File: config.mk
export PLATFORM = sky130hd
export DESIGN_NAME = bus_seq_core
export DESIGN_NICKNAME = d
export VERILOG_FILES = /design/src/rtl/seq_pkg.sv /design/src/rtl/seq_decode.sv /design/src/rtl/seq_alu.sv /design/src/rtl/seq_bus_ctl.sv /design/src/rtl/bus_seq_core.sv
export SDC_FILE = /design/constraint.sdc
export NUM_CORES = 1
export LEC_CHECK = 0
export CELL_PAD_IN_SITES_DETAIL_PLACEMENT = 1
export CELL_PAD_IN_SITES_GLOBAL_PLACEMENT = 2
export CORE_MARGIN = 3
export CORE_UTILIZATION = 30
export DETAILED_ROUTE_END_ITERATION = 8
export DONT_BUFFER_PORTS = 1
export GPL_TIMING_DRIVEN = 0
export PLACE_DENSITY_LB_ADDON = 0.1
export RECOVER_POWER = 25
export SLEW_MARGIN = 25
export SYNTH_ARGS = -nofsm -noshare
export SYNTH_HDL_FRONTEND = slang
export SYNTH_SLANG_ARGS = --single-unit
File: constraint.sdc
create_clock -name clk -period 4.3 [get_ports clk]
set_input_delay 1.075 -clock clk [delete_from_list [all_inputs] [get_ports clk]]
set_output_delay 1.075 -clock clk [all_outputs]
set_load 0.01 [all_outputs]
File: src/rtl/seq_pkg.sv
package seq_pkg;

    // Instruction phases; the fetch phase must encode as zero.
    typedef enum logic [2:0] {
        PH_FETCH  = 3'd0,
        PH_DECODE = 3'd1,
        PH_OPND   = 3'd2,
        PH_EXEC   = 3'd3,
        PH_WB     = 3'd4,
        PH_HALT   = 3'd5
    } phase_e;

    localparam logic [7:0] OPC_ADD  = 8'h73;
    localparam logic [7:0] OPC_LOAD = 8'h74;
    localparam logic [7:0] OPC_STOR = 8'h75;
    localparam logic [7:0] OPC_HALT = 8'h7F;

    // Control bundle produced by the opcode decoder.
    typedef struct packed {
        logic two_byte;  // opcode is followed by a direct-address byte
        logic rd_opnd;   // data byte is read from the direct address
        logic wr_opnd;   // accumulator is written to the direct address
        logic add;       // ALU adds instead of passing the operand
        logic halt;      // stop the sequencer
    } op_ctrl_t;

endpackage

File: src/rtl/seq_decode.sv
module seq_decode
    import seq_pkg::*;
(
    input  logic [7:0] opcode,
    output op_ctrl_t   ctl
);

    always_comb begin
        ctl = '0;
        unique case (opcode)
            OPC_ADD: begin
                ctl.two_byte = 1'b1;
                ctl.rd_opnd  = 1'b1;
                ctl.add      = 1'b1;
            end
            OPC_LOAD: begin
                ctl.two_byte = 1'b1;
                ctl.rd_opnd  = 1'b1;
            end
            OPC_STOR: begin
                ctl.two_byte = 1'b1;
                ctl.wr_opnd  = 1'b1;
            end
            OPC_HALT: begin
                ctl.halt = 1'b1;
            end
            default: ctl = '0;  // undefined opcodes run as no-ops
        endcase
    end

endmodule

File: src/rtl/seq_alu.sv
module seq_alu #(
    parameter int DW = 8
) (
    input  logic [DW-1:0] a,
    input  logic [DW-1:0] b,
    input  logic          add_en,
    output logic [DW-1:0] y
);

    always_comb begin
        if (add_en) y = a + b;  // wraps modulo 2**DW
        else        y = b;
    end

endmodule

File: src/rtl/seq_bus_ctl.sv
module seq_bus_ctl
    import seq_pkg::*;
#(
    parameter int AW = 8,
    parameter int DW = 8
) (
    input  phase_e        phase,
    input  logic [AW-1:0] pc,
    input  logic [AW-1:0] ar,
    input  logic [DW-1:0] rdata,
    input  logic [DW-1:0] acc,
    input  op_ctrl_t      ctl,
    output logic [AW-1:0] addr,
    output logic [DW-1:0] wdata,
    output logic          rd,
    output logic          wr
);

    localparam logic [AW-1:0] ONE = AW'(1);

    // Steers the single shared port; exactly one user owns it per phase.
    always_comb begin
        addr  = pc;
        wdata = acc;
        rd    = 1'b0;
        wr    = 1'b0;
        unique case (phase)
            PH_FETCH: begin
                addr = pc;
                rd   = 1'b1;
            end
            PH_DECODE: begin
                if (ctl.two_byte) begin
                    addr = pc + ONE;
                    rd   = 1'b1;
                end
            end
            PH_OPND: begin
                if (ctl.rd_opnd) begin
                    addr = rdata[AW-1:0];
                    rd   = 1'b1;
                end
            end
            PH_EXEC: begin
                if (ctl.wr_opnd) begin
                    addr = ar;
                    wr   = 1'b1;
                end
            end
            PH_WB, PH_HALT: begin
                rd = 1'b0;
                wr = 1'b0;
            end
            default: begin
                rd = 1'b0;
                wr = 1'b0;
            end
        endcase
    end

endmodule

File: src/rtl/bus_seq_core.sv
module bus_seq_core
    import seq_pkg::*;
#(
    parameter int AW = 8,
    parameter int DW = 8
) (
    input  logic          clk,
    input  logic          rst,
    output logic [AW-1:0] mem_addr,
    output logic [DW-1:0] mem_wdata,
    input  logic [DW-1:0] mem_rdata,
    output logic          mem_rd,
    output logic          mem_wr,
    output logic          halted
);

    localparam logic [AW-1:0] STEP1 = AW'(1);
    localparam logic [AW-1:0] STEP2 = AW'(2);

    typedef struct packed {
        phase_e        phase;
        logic [AW-1:0] pc;
        logic [DW-1:0] ir;
        logic [AW-1:0] ar;
        logic [DW-1:0] r1;
        logic [DW-1:0] res;
    } core_st_t;

    core_st_t      st_d, st_q;
    logic [DW-1:0] dec_src;
    op_ctrl_t      ctl;
    logic [DW-1:0] alu_y;

    // In decode the opcode is still on the read bus; later it is in ir.
    assign dec_src = (st_q.phase == PH_DECODE) ? mem_rdata : st_q.ir;

    seq_decode u_dec (
        .opcode (dec_src[7:0]),
        .ctl    (ctl)
    );

    seq_alu #(.DW(DW)) u_alu (
        .a      (st_q.r1),
        .b      (mem_rdata),
        .add_en (ctl.add),
        .y      (alu_y)
    );

    seq_bus_ctl #(.AW(AW), .DW(DW)) u_bus (
        .phase (st_q.phase),
        .pc    (st_q.pc),
        .ar    (st_q.ar),
        .rdata (mem_rdata),
        .acc   (st_q.r1),
        .ctl   (ctl),
        .addr  (mem_addr),
        .wdata (mem_wdata),
        .rd    (mem_rd),
        .wr    (mem_wr)
    );

    always_comb begin
        st_d = st_q;
        unique case (st_q.phase)
            PH_FETCH: begin
                st_d.phase = PH_DECODE;
            end
            PH_DECODE: begin
                st_d.ir = mem_rdata;
                if (ctl.two_byte) begin
                    st_d.phase = PH_OPND;
                end else begin
                    st_d.pc    = st_q.pc + STEP1;
                    st_d.phase = ctl.halt ? PH_HALT : PH_FETCH;
                end
            end
            PH_OPND: begin
                st_d.ar    = mem_rdata[AW-1:0];
                st_d.phase = PH_EXEC;
            end
            PH_EXEC: begin
                if (ctl.rd_opnd) st_d.res = alu_y;
                st_d.phase = PH_WB;
            end
            PH_WB: begin
                if (ctl.rd_opnd) st_d.r1 = st_q.res;
                st_d.pc    = st_q.pc + STEP2;
                st_d.phase = PH_FETCH;
            end
            PH_HALT: begin
                st_d.phase = PH_HALT;
            end
            default: begin
                st_d.phase = PH_FETCH;
            end
        endcase
    end

    always_ff @(posedge clk) begin
        if (rst) begin
            st_q       <= '0;
            st_q.phase <= PH_FETCH;
        end else begin
            st_q <= st_d;
        end
    end

    assign halted = (st_q.phase == PH_HALT);

endmodule

Word level (Yosys, flattened, before mapping). Cells that the tools add are included. W data, S select, Z words.

Bits in registers: 43. Input port bits: 10. Word-level logic and storage cells: 47.

Add/sub/neg operators: 3. Equality and inequality tests: 10. Muxes and demuxes: 21. Reduce and logical (&&, ||, !) cells: 7.

Operator list (number): $mux W8 (6); $eq A8 B7 Y1 const B (4); $pmux W8 S3 (1); $pmux W8 S2 (1); $pmux W3 S5 (1); $mux W1 (9); $add A8 B1 Y8 const B (1); $add A8 B2 Y8 const B (1); $add A8 B8 Y8 (1); $eq A3 B2 Y1 const B (2); $eq A3 B3 Y1 const B (2); $mux W3 (2); $reduce_and A2 Y1 (3); $eq A3 B1 Y1 const B (1); $logic_not A3 Y1 (1); $pmux W1 S3 (1); $reduce_or A3 Y1 (1); $ne A2 B2 Y1 const B (1); $reduce_bool A2 Y1 (1); $reduce_or A2 Y1 (1).

Depth between registers and ports, before layout. Gate-level depths: netlist (run 1).

Depth after elaboration: 7. Mapped depth: 10. Depth with buffers taken out: 9.

Cells and area by module. Synthesis (run 1) repeated with hierarchy kept, for this count alone.

Cell total of the unflattened synthesis: 343. Area total of the unflattened synthesis: 2877.8 sq um.

Modules (own cells, without submodules): bus_seq_core (instances 1, cells each 193, area an instance 1773.0 sq um); seq_bus_ctl (instances 1, cells each 82, area an instance 576.8 sq um); seq_alu (instances 1, cells each 57, area an instance 451.7 sq um); seq_decode (instances 1, cells each 11, area an instance 76.3 sq um).

Worst setup path after synthesis (run 1). OpenSTA, ideal clock, no wires.

Kind: in2out. From: input mem_rdata[2]. To: output mem_addr[0]. Arrival time: 3.003 ns. Required time: 3.225 ns. Path slack: 0.222 ns. Stages: 8. Path buffers: 2. Path through: clkbuf_1 -> or3b_2 -> a21oi_1 -> a22o_1 -> buf_6 -> a21oi_2 -> or4_4 -> a221o_1.

Longest elaborated chain between the ends: 6. Elaborated cells between the ends (all ways): 13. Classes of those cells: eq/ne (3); mux (8); reduce/logical (2).

Ends and longest elaborated chain: from (decl) (RTL line bus_seq_core.sv:11) `input logic [DW-1:0] mem_rdata,`; $mux W8 *; $eq A8 B7 Y1 (RTL line seq_decode.sv:10) `unique case (opcode)`; $reduce_or A3 Y1 (no line) / $reduce_or A2 Y1 (equally long branches); $mux W1 (RTL line seq_decode.sv:10); $mux W8, on equally long branches (RTL line seq_bus_ctl.sv:33, seq_bus_ctl.sv:39); $pmux W8 S3 * (RTL line seq_bus_ctl.sv:27) `unique case (phase)`; to (decl) (RTL line bus_seq_core.sv:9) `output logic [AW-1:0] mem_addr,`.

Mark *: on every way between the ends. The rest lies on a longest branch, timed or not.

Final worst setup path (run 1). Ends and elaborated chain as after synthesis.

==> results of run 1 <==
-- kinds of logic (layout without fill, tap and decap cells) --
group	count (synthesis)	in the layout	synth area share (%)
buffers and inverters	45	55	7.986
XOR/XNOR	14	14	4.631
flip-flops	43	43	32.51
AO/OA/AOI/OAI	82	82	20.65
multiplexers	12	12	4.584
AND/OR/NAND/NOR	137	137	24.62
adder cells (fa/ha/maj)	10	10	5.010
-- worst max path at each step --
stage | to | slack, ps
floorplan | mem_addr[0] | 220
global placement | mem_addr[5] | -430
detailed placement | mem_addr[5] | -400
CTS | mem_addr[0] | 80
global route | mem_addr[4] | 6
finish | mem_addr[0] | 70
-- repair_timing --
| action | CTS | global route |
|---|---|---|
| setup buffers | 0 | 2 |
| endpoints found under the setup margin | 7 | 2 |
| pin swaps | 0 | 1 |
| gates resized for setup | 5 | 0 |
-- layout make-up --
cell class,instances,area share (%)
Inverter,11,1.411
Buffer,34,5.175
Sequential cell,43,29.43
Tap cell,105,4.491
Clock buffer,6,2.481
Clock inverter,2,2.053
Multi-Input combinational cell,255,54.45
Timing Repair Buffer,2,0.5133
-- critical path, delay by kind of cell --
family	cells	cell delay, ps
AO/OA/AOI/OAI	4	730
AND/OR/NAND/NOR	2	1000
buffers and inverters	2	350
-- report_power, final --
part / leakage (nW) / switching, mW / internal [mW]
Sequential: 0.348 / 0.00726 / 0.405
Clock: 0.0654 / 0.150 / 0.232
Combinational: 0.654 / 0.0532 / 0.0278
Total: 1.07 / 0.211 / 0.665
-- Yosys cell counts (2+ instances only) --
cell | number | share of area [%]
nor4_1 | 3 | 0.71
nand4b_1 | 2 | 0.66
a211oi_1 | 9 | 2.6
a221o_1 | 4 | 1.5
ha_1 | 9 | 4.3
nor3_1 | 5 | 0.95
xnor2_1 | 7 | 2.3
mux2i_1 | 11 | 4.2
nor2_1 | 34 | 4.8
a31oi_1 | 3 | 0.71
o31ai_1 | 5 | 1.4
nand2_1 | 54 | 7.7
a311oi_1 | 2 | 0.66
nor2b_1 | 4 | 0.95
nand4_1 | 4 | 0.95
a31o_2 | 3 | 0.99
nand2b_1 | 4 | 0.95
clkbuf_1 | 22 | 3.1
nand3b_1 | 3 | 0.85
xor2_1 | 7 | 2.3
o21bai_1 | 2 | 0.57
and2_1 | 4 | 0.95
buf_4 | 9 | 2.6
and3_1 | 2 | 0.47
nand3_1 | 8 | 1.5
inv_1 | 11 | 1.6
or3_1 | 3 | 0.71
dfxtp_1 | 43 | 33
a21oi_1 | 31 | 5.9
o21ai_0 | 12 | 2.3
-- metal layers --
layer | share of wire, % | vias to the layer above | GRT usage [%]
met5 | 0 | - | 0
met2 | 43 | 42 | 26.12
met1 | 51 | 1136 | 25.97
li1 | - | 1208 | -
met4 | 0.77 | 0 | 3.676
met3 | 5.3 | 7 | 4.031
-- per-stage QoR --
step,power (mW),TNS (ps),instance area (um2),hold WS [ps]
6_report,0.8764,0,2925,462.6
3_5_place_dp,0.5019,-1066,2779,449.3
3_3_place_gp,0.5003,-1184,2779,440.6
4_1_cts,0.8889,0,2928,462.3
2_1_floorplan,0.4779,0,2648,431.2
5_1_grt,0.9218,0,2925,490.7
==> results.rst, run 1 <==
.. list-table::
   :header-rows: 1

   * - Metric
     - Value
   * - Final count of hold timing violations
     - 0
   * - Synthesized flop and latch total
     - 43
   * - Endpoint of the worst hold path
     - st_q[22]$_SDFFE_PP0P_
   * - Worst slew pin tran
     - 738.9 ps
   * - Min setup slack post-route
     - ~74 ps
   * - Clk buf depth
     - 2
   * - Gr ovfl total
     - 0
   * - Register area share after synthesis
     - 32.51%
   * - Highest cell delay on the worst timing path
     - ~530 ps
   * - Count of nets after finishing
     - between 300 and 400
   * - Post-synth design cell area
     - approximately 0.0026 mm2
   * - Number of buffers created by CTS
     - 5
   * - Setup repair after global routing missed its margin
     - no
   * - CP max stage cell
     - or4_4
   * - Synth unique cells
     - 53
   * - Mean area per synthesized cell
     - around 7.7 um2
   * - Clock transition time at the flip-flop clock pins of the worst setup and hold paths
     - 90 ps
   * - Min-delay src
     - st_q[22]$_SDFFE_PP0P_
   * - Multi-input combinational cell area
     - roughly 0.0016 mm2
   * - Storage element area
     - 860.8 um2
   * - Floorplan die width
     - between 90 and 100 um
   * - Registers with the most flip-flops
     - st_q x43
   * - Worst hold path cell count
     - 2
   * - Final Max Tran Viols
     - 0
   * - Most flops, register
     - st_q
   * - Final period demand of the worst path
     - roughly 4200 ps
   * - Total number of vias
     - around 2400
   * - Maximum clock rate
     - 236.6 MHz
   * - Clock skew
     - 7.649 ps
   * - DIE HEIGHT
     - 99.94 um
   * - Max-cap viol count
     - 0
   * - Boundary Pins
     - 29
   * - Hold buffers post-CTS
     - 0
   * - Leading cell types in the layout, fill and taps excluded
     - nand2_1 (54), dfxtp_1 (43), nor2_1 (34)
   * - Endpoint of the most critical register-to-register path
     - st_q[4]$_SDFFE_PP0P_
   * - Number of DRC markers after the initial detailed-route iteration
     - 115
   * - Slew headroom
     - between 50% and 60%
   * - Count of filler cells inserted in the layout
     - 1029
   * - Number of enable-type register cells in the synthesized netlist
     - 0
   * - Full die area
     - about 0.010 mm2
   * - Highest fanout seen on the critical path
     - 9
   * - Detailed placer's ending HPWL
     - 6133 um
   * - Setup slack of the worst register-to-register path
     - 1490 ps
   * - Worst Setup Slack post-DPL
     - -401.1 ps
   * - Synthesized netlist cell count
     - ~340
   * - Placed Cells incl. Taps
     - 448
   * - Register-to-Register Path Depth
     - 9
   * - Final antenna diode count
     - 0
   * - Endpoint arrival time on the critical path
     - 3150 ps
   * - Layout-stage area growth over the synthesis result
     - 10.49%
   * - CTS sink cnt
     - 43
   * - Routed wire length
     - around 8200 um
   * - Routed Antenna Nets
     - 0
   * - Final weighted congestion in routability-driven placement
     - about 0.76
   * - End-of-flow core utilization
     - between 30% and 40%
   * - Buffer type at the clock tree root
     - clkbuf_8
   * - Reg-to-reg startpoint
     - st_q[42]$_SDFF_PP0_
   * - Count of synthesis-stage warnings from yosys
     - 0
   * - Areal power density over the cells
     - between 200 and 300 mW/mm2
   * - Core area
     - around 0.0084 mm2
   * - IR Drop Worst-Case VDD
     - 0.1698 mV
   * - Leakage power
     - 1.068 nW
   * - Status
     - finished clean
   * - Prevailing post-synth register cell
     - dfxtp_1
   * - CTS tree
     - yes
   * - Most common library cell in the layout ignoring fill and taps
     - nand2_1
   * - Startpoint type of the worst setup path
     - input port
   * - Net count after synthesis
     - 363
   * - Remaining design rule violation count
     - 0
   * - Critical path class
     - input port to output port
   * - Largest net degree at the start of global routing
     - 14
   * - Port Buffer Count
     - 0
   * - Critical Path End Type
     - output port
   * - Finished Layout Cells
     - 458
   * - First element of the critical path
     - mem_rdata[2]
   * - Average detailed-routed wire length per instance
     - approximately 18 um
   * - Placement row count
     - 33
   * - Via density per instance
     - between 5 and 6
   * - Tot GR Track Use
     - roughly 18%
   * - Count of H-tree levels built during CTS
     - 2
   * - Post-route fraction of the period consumed by the critical path
     - 98.28%
   * - Clock insertion delay at the later pin of the skew report
     - approximately 300 ps
   * - Worst hold-check path type
     - flop to flop
   * - CP cell instances
     - clkbuf_2 > or3b_2 > a21oi_1 > a22o_1 > buf_6 > a21oi_2 > or4_4 > a221o_1
   * - Fraction of layout cells with a size suffix above 1
     - ~8%
   * - Async S/R FF share, synth
     - 0%
   * - Final setup vio count
     - 0
   * - Global-route wire length before repair
     - around 14000 um
   * - Number of flip-flops under the largest register name
     - 43
   * - Starting density of the core
     - between 30% and 40%
   * - Detailed-routing iteration count for the pre-antenna-repair pass
     - 4
   * - Initial antenna violation count
     - 0
   * - Worst path required time
     - approximately 3200 ps
   * - Via count of the first global-routing pass
     - between 2000 and 2500
Power figures use the tool's default switching activity.
==> run 2, diff against run 1 <==
--- a/config.mk
+++ b/config.mk
@@ -7,6 +7,7 @@
 export LEC_CHECK = 0
 export CELL_PAD_IN_SITES_DETAIL_PLACEMENT = 1
 export CELL_PAD_IN_SITES_GLOBAL_PLACEMENT = 2
+export CORE_ASPECT_RATIO = 0.8
 export CORE_MARGIN = 3
 export CORE_UTILIZATION = 30
 export DETAILED_ROUTE_END_ITERATION = 8
==> results.rst, run 2 (synthesized netlist as in run 1, its figures left out) <==
.. list-table::
   :header-rows: 1

   * - Metric
     - Value
   * - Final Max Tran Viols
     - 0
   * - Setup repair after global routing missed its margin
     - no
   * - Startpoint type of the worst setup path
     - input port
   * - End-of-flow core utilization
     - 35.14%
   * - Count of nets after finishing
     - 370
   * - Status
     - finished clean
   * - Areal power density over the cells
     - roughly 290 mW/mm2
   * - Initial antenna violation count
     - 0
   * - Number of flip-flops under the largest register name
     - between 40 and 50
   * - Reg-to-reg startpoint
     - st_q[42]$_SDFF_PP0_
   * - Port Buffer Count
     - 0
   * - Critical Path End Type
     - output port
   * - Clock insertion delay at the later pin of the skew report
     - 320 ps
   * - Highest fanout seen on the critical path
     - 9
   * - Detailed-routing iteration count for the pre-antenna-repair pass
     - 4
   * - Core area
     - ~0.008 mm2
   * - Routed Antenna Nets
     - 0
   * - Full die area
     - about 0.01 mm2
   * - Proportion of power drawn by flip-flops and latches
     - between 40 and 50%
   * - Portion of total power attributed to combinational logic
     - a little under 10%
   * - Endpoint of the worst hold path
     - st_q[22]$_SDFFE_PP0P_
   * - Total number of vias
     - 2429
   * - # resized after CTS
     - 5
   * - Clock network power share
     - 40.6%
   * - Boundary Pins
     - 29
   * - Buffers inserted during post-CTS setup optimization
     - 0
   * - Worst hold path cell count
     - 2
   * - Worst Setup Slack post-DPL
     - -449.1 ps
   * - Min setup slack post-route
     - 76.13 ps
   * - Worst slew pin tran
     - roughly 760 ps
   * - Critical path class
     - input port to output port
   * - IR Drop Worst-Case VDD
     - about 0.13 mV
   * - Hold buffers post-CTS
     - 0
   * - Routed wire length
     - 8468 um
   * - Worst hold-check path type
     - flop to flop
   * - Total power
     - 832.4 uW
   * - Buffer type at the clock tree root
     - clkbuf_8
   * - Registers with the most flip-flops
     - st_q x43
   * - Starting density of the core
     - around 32%
   * - Remaining design rule violation count
     - 0
   * - Hold slack
     - 462.4 ps
   * - Min-delay src
     - st_q[22]$_SDFFE_PP0P_
   * - Post-route cell area
     - between 0.002 and 0.003 mm2
   * - CTS sink cnt
     - 43
   * - Psw
     - about 220 uW
   * - Clock skew
     - about 9 ps
   * - Most common library cell in the layout ignoring fill and taps
     - nand2_1
   * - Finished Layout Cells
     - roughly 460
   * - Placed Cells incl. Taps
     - 451
   * - First element of the critical path
     - mem_rdata[0]
   * - Fraction of layout cells with a size suffix above 1
     - 7.692%
   * - CTS tree
     - yes
   * - Leakage power
     - 1.046 nW
   * - Slew headroom
     - between 40% and 50%
   * - Clk buf depth
     - 2
   * - Max-cap viol count
     - 0
   * - Floorplan die width
     - roughly 110 um
   * - Switching fraction of total power
     - between 20% and 30%
   * - Amount of wire on met2 after detailed routing
     - roughly 3500 um
   * - Tot GR Track Use
     - 17.17%
   * - Number of buffers created by CTS
     - 5
   * - Final weighted congestion in routability-driven placement
     - 0.7895
   * - Instance area after placement
     - approximately 0.0028 mm2
   * - Via density per instance
     - around 5.3
   * - Global-route wire length before repair
     - 13620 um
   * - Endpoint arrival time on the critical path
     - approximately 3200 ps
   * - Largest net degree at the start of global routing
     - 16
   * - Layout-stage area growth over the synthesis result
     - 9.310%
   * - DIE HEIGHT
     - about 90 um
   * - Maximum clock rate
     - 236.8 MHz
   * - Total negative setup slack
     - 0 ps
   * - Clock transition time at the flip-flop clock pins of the worst setup and hold paths
     - approximately 90 ps
   * - Via count of the first global-routing pass
     - between 2000 and 2500
   * - Final count of hold timing violations
     - 0
   * - Count of H-tree levels built during CTS
     - 2
   * - Final period demand of the worst path
     - 4224 ps
   * - Detailed placer's ending HPWL
     - 6460 um
   * - Placement row count
     - 29
   * - Final antenna diode count
     - 0
   * - Final setup vio count
     - 0
   * - Number of DRC markers after the initial detailed-route iteration
     - 57
   * - Setup slack of the worst register-to-register path
     - roughly 1600 ps
   * - Total length of routed met3 wires
     - ~330 um
   * - Post-Route M1 WL
     - roughly 4600 um
   * - Top routing layer used
     - met4
   * - Internal power summed over all cells
     - just over 600 uW
   * - Worst path required time
     - around 3200 ps
   * - Average detailed-routed wire length per instance
     - ~18 um
   * - Endpoint of the most critical register-to-register path
     - st_q[0]$_SDFFE_PP0P_
   * - Gr ovfl total
     - 0
   * - Leading cell types in the layout, fill and taps excluded
     - nand2_1 (54), dfxtp_1 (43), nor2_1 (34)
   * - Register-to-Register Path Depth
     - 8
   * - Most flops, register
     - st_q
   * - Post-route fraction of the period consumed by the critical path
     - about 98%
[run 2: worst max path at each step]
stage,cells after the start,end
finish,8,mem_addr[4]
CTS,8,mem_addr[0]
detailed placement,7,mem_addr[5]
floorplan,8,mem_addr[0]
global placement,7,mem_addr[5]
global route,8,mem_addr[4]
[run 2: power groups by stage]
stage / Sequential (mW) / Clock (mW) / Combinational [mW]
finish: 0.412 / 0.338 / 0.0819
global route: 0.414 / 0.370 / 0.0916
CTS: 0.412 / 0.351 / 0.0828
detailed placement: 0.422 / 0 / 0.0811
global placement: 0.421 / 0 / 0.0792
floorplan: 0.419 / 0 / 0.0585
[run 2: cell type report]
cell class	instances	area, um2
Fill cell	1012	5343
Multi-Input combinational cell	255	1593
Sequential cell	43	860.8
Buffer	34	147.6
Tap cell	108	135.1
Clock buffer	5	68.82
Clock inverter	3	47.55
Inverter	11	41.29
[run 2: metal layers]
metal	vias up	global-route usage, %
met4	0	3.647
met5	-	0
met1	1188	25.15
li1	1207	-
met2	28	24.95
met3	6	4.899
[run 2: worst max-delay path, cell delays in order]
cell and delay, ps:
clkbuf_2 170, or3b_2 490, a21oi_1 150, a22o_1 160, buf_6 140, a21oi_2 50, or4_4 530, a221o_1 380
==> run 3, diff against run 2 <==
--- a/config.mk
+++ b/config.mk
@@ -15,7 +15,7 @@
 export GPL_TIMING_DRIVEN = 0
 export PLACE_DENSITY_LB_ADDON = 0.1
 export RECOVER_POWER = 25
-export SLEW_MARGIN = 25
+export SLEW_MARGIN = 0
 export SYNTH_ARGS = -nofsm -noshare
 export SYNTH_HDL_FRONTEND = slang
 export SYNTH_SLANG_ARGS = --single-unit
==> results.rst, run 3 (synthesized netlist as in run 1, its figures left out) <==
.. list-table::
   :header-rows: 1

   * - Metric
     - Value
   * - Floorplan die width
     - approximately 110 um
   * - Finished Layout Cells
     - approximately 460
   * - Total number of vias
     - between 2000 and 2500
   * - Slew headroom
     - a little under a third
   * - Reg-to-reg startpoint
     - st_q[41]$_SDFF_PP0_
   * - DIE HEIGHT
     - 90.03 um
   * - First element of the critical path
     - mem_rdata[0]
   * - Worst hold path cell count
     - 2
   * - Final count of hold timing violations
     - 0
   * - Placement row count
     - 29
   * - Most common library cell in the layout ignoring fill and taps
     - nand2_1
   * - Core area
     - 0.008237 mm2
   * - Critical Path End Type
     - output port
   * - Max-cap viol count
     - 0
   * - Clk buf depth
     - 2
   * - Full die area
     - about 0.010 mm2
   * - Via count of the first global-routing pass
     - 2445
   * - Via density per instance
     - 5.301
   * - Registers with the most flip-flops
     - st_q x43
   * - Final antenna diode count
     - 0
   * - Clock insertion delay at the later pin of the skew report
     - 320 ps
   * - Clock skew
     - ~7.0 ps
   * - Global-route wire length before repair
     - ~14000 um
   * - Boundary Pins
     - 29
   * - CTS sink cnt
     - 43
   * - Starting density of the core
     - 32.14%
   * - CP max stage cell
     - or4_4
   * - Count of H-tree levels built during CTS
     - 2
   * - Routed Antenna Nets
     - 0
   * - Routed wire length
     - approximately 8500 um
   * - Remaining design rule violation count
     - 0
   * - Layout-stage area growth over the synthesis result
     - 8.979%
   * - CTS tree
     - yes
   * - Min-delay src
     - st_q[22]$_SDFFE_PP0P_
   * - Areal power density over the cells
     - roughly 290 mW/mm2
   * - Startpoint type of the worst setup path
     - input port
   * - CP cell instances
     - clkbuf_2 > or3b_2 > a21oi_1 > a22o_1 > buf_6 > a21oi_2 > or4_4 > a221o_1
   * - Buffer type at the clock tree root
     - clkbuf_8
   * - Placed Cells incl. Taps
     - between 400 and 500
   * - Number of buffers created by CTS
     - 5
   * - Number of DRC markers after the initial detailed-route iteration
     - 77
   * - Detailed placer's ending HPWL
     - about 6500 um
   * - Final period demand of the worst path
     - 4225 ps
   * - Worst slew pin tran
     - slightly above 1000 ps
   * - Maximum clock rate
     - ~240 MHz
   * - Post-route fraction of the period consumed by the critical path
     - between 90% and 100%
   * - Average detailed-routed wire length per instance
     - around 18 um
   * - Highest cell delay on the worst timing path
     - around 530 ps
   * - Highest fanout seen on the critical path
     - 9
   * - Gr ovfl total
     - 0
   * - Leakage power
     - ~1.0 nW
   * - Register-to-Register Path Depth
     - 8
   * - Worst hold-check path type
     - flop to flop
   * - Critical path class
     - input port to output port
   * - Count of nets after finishing
     - 370
   * - Setup repair after global routing missed its margin
     - no
   * - Final Max Tran Viols
     - 0
   * - Leading cell types in the layout, fill and taps excluded
     - nand2_1 (54), dfxtp_1 (43), nor2_1 (34)
   * - IR Drop Worst-Case VDD
     - between 0.1 and 0.15 mV
   * - Post-route cell area
     - slightly below 0.003 mm2
   * - Largest net degree at the start of global routing
     - 16
   * - Worst path required time
     - around 3200 ps
   * - Clock transition time at the flip-flop clock pins of the worst setup and hold paths
     - about 90 ps
   * - Port Buffer Count
     - 0
   * - Detailed-routing iteration count for the pre-antenna-repair pass
     - 4
   * - Endpoint arrival time on the critical path
     - about 3200 ps
   * - Fraction of layout cells with a size suffix above 1
     - under 10%
   * - Most flops, register
     - st_q
   * - Number of flip-flops under the largest register name
     - 43
   * - Instance area after placement
     - 0.002783 mm2
   * - Final setup vio count
     - 0
   * - Status
     - finished clean
   * - Tot GR Track Use
     - approximately 17%
   * - Final weighted congestion in routability-driven placement
     - slightly below 0.8
   * - Initial antenna violation count
     - 0
## run 3: cell types whose count changed in the layout (fill, tap and decap cells not counted)
cell,previous run,this run
buf_1,0,1
buf_4,2,1
nor3_1,4,5
nor3_2,1,0
## run 3: per-layer routing
| metal | vias to the layer above | track usage, % | share of wire, % |
|---|---|---|---|
| met2 | 32 | 24.95 | 42 |
| met4 | 0 | 3.647 | 0.86 |
| li1 | 1207 | - | - |
| met3 | 6 | 4.899 | 4.1 |
| met1 | 1188 | 25.15 | 53 |
| met5 | - | 0 | 0 |
## run 3: what timing repair did
item / in CTS / in global routing
gates resized for setup: 5 / 1
hold buffers: 0 / 0
buffers inserted: 0 / 0
endpoints found under the setup margin: 7 / 5
## run 3: area by class of cell
| cell class | count | area (um2) |
|---|---|---|
| Clock inverter | 3 | 47.55 |
| Clock buffer | 5 | 68.82 |
| Fill cell | 1012 | 5351 |
| Buffer | 34 | 143.9 |
| Sequential cell | 43 | 860.8 |
| Tap cell | 108 | 135.1 |
| Inverter | 11 | 41.29 |
| Multi-Input combinational cell | 255 | 1588 |
## run 3: power by group
| part | switching (mW) | total [mW] | internal [mW] |
|---|---|---|---|
| logic | 0.0541 | 0.0817 | 0.0276 |
| registers | 0.00697 | 0.412 | 0.405 |
| clock network | 0.164 | 0.340 | 0.176 |
| total | 0.225 | 0.834 | 0.609 |
## run 3: metrics by stage
stage	utilization (%)	power (mW)	setup TNS, ps	setup slack [ps]	hold slack, ps
floorplan	-	0.4779	0	221.9	431.2
global placement	33.78	0.5006	-1178	-387.1	444.0
detailed placement	33.78	0.5028	-1293	-449.1	452.1
CTS	35.39	0.8465	0	65.65	466.8
global route	35.03	0.8748	0	4.113	484.1
finish	35.03	0.8340	0	75.13	462.4
## run 3: critical path: cells and delay by family
| family | cells | cell delay (ps) |
|---|---|---|
| AOI/OAI and AO/OA | 4 | 740 |
| buffers and inverters | 2 | 310 |
| and+or+nand+nor | 2 | 1020 |
## run 3: final timing paths
path / to / slack [ps]
hold reg to reg: st_q[22]$_SDFFE_PP0P_ / 460
hold / removal: st_q[22]$_SDFFE_PP0P_ / 460
setup reg to reg: st_q[0]$_SDFFE_PP0P_ / 1580
setup / recovery: mem_addr[4] / 80
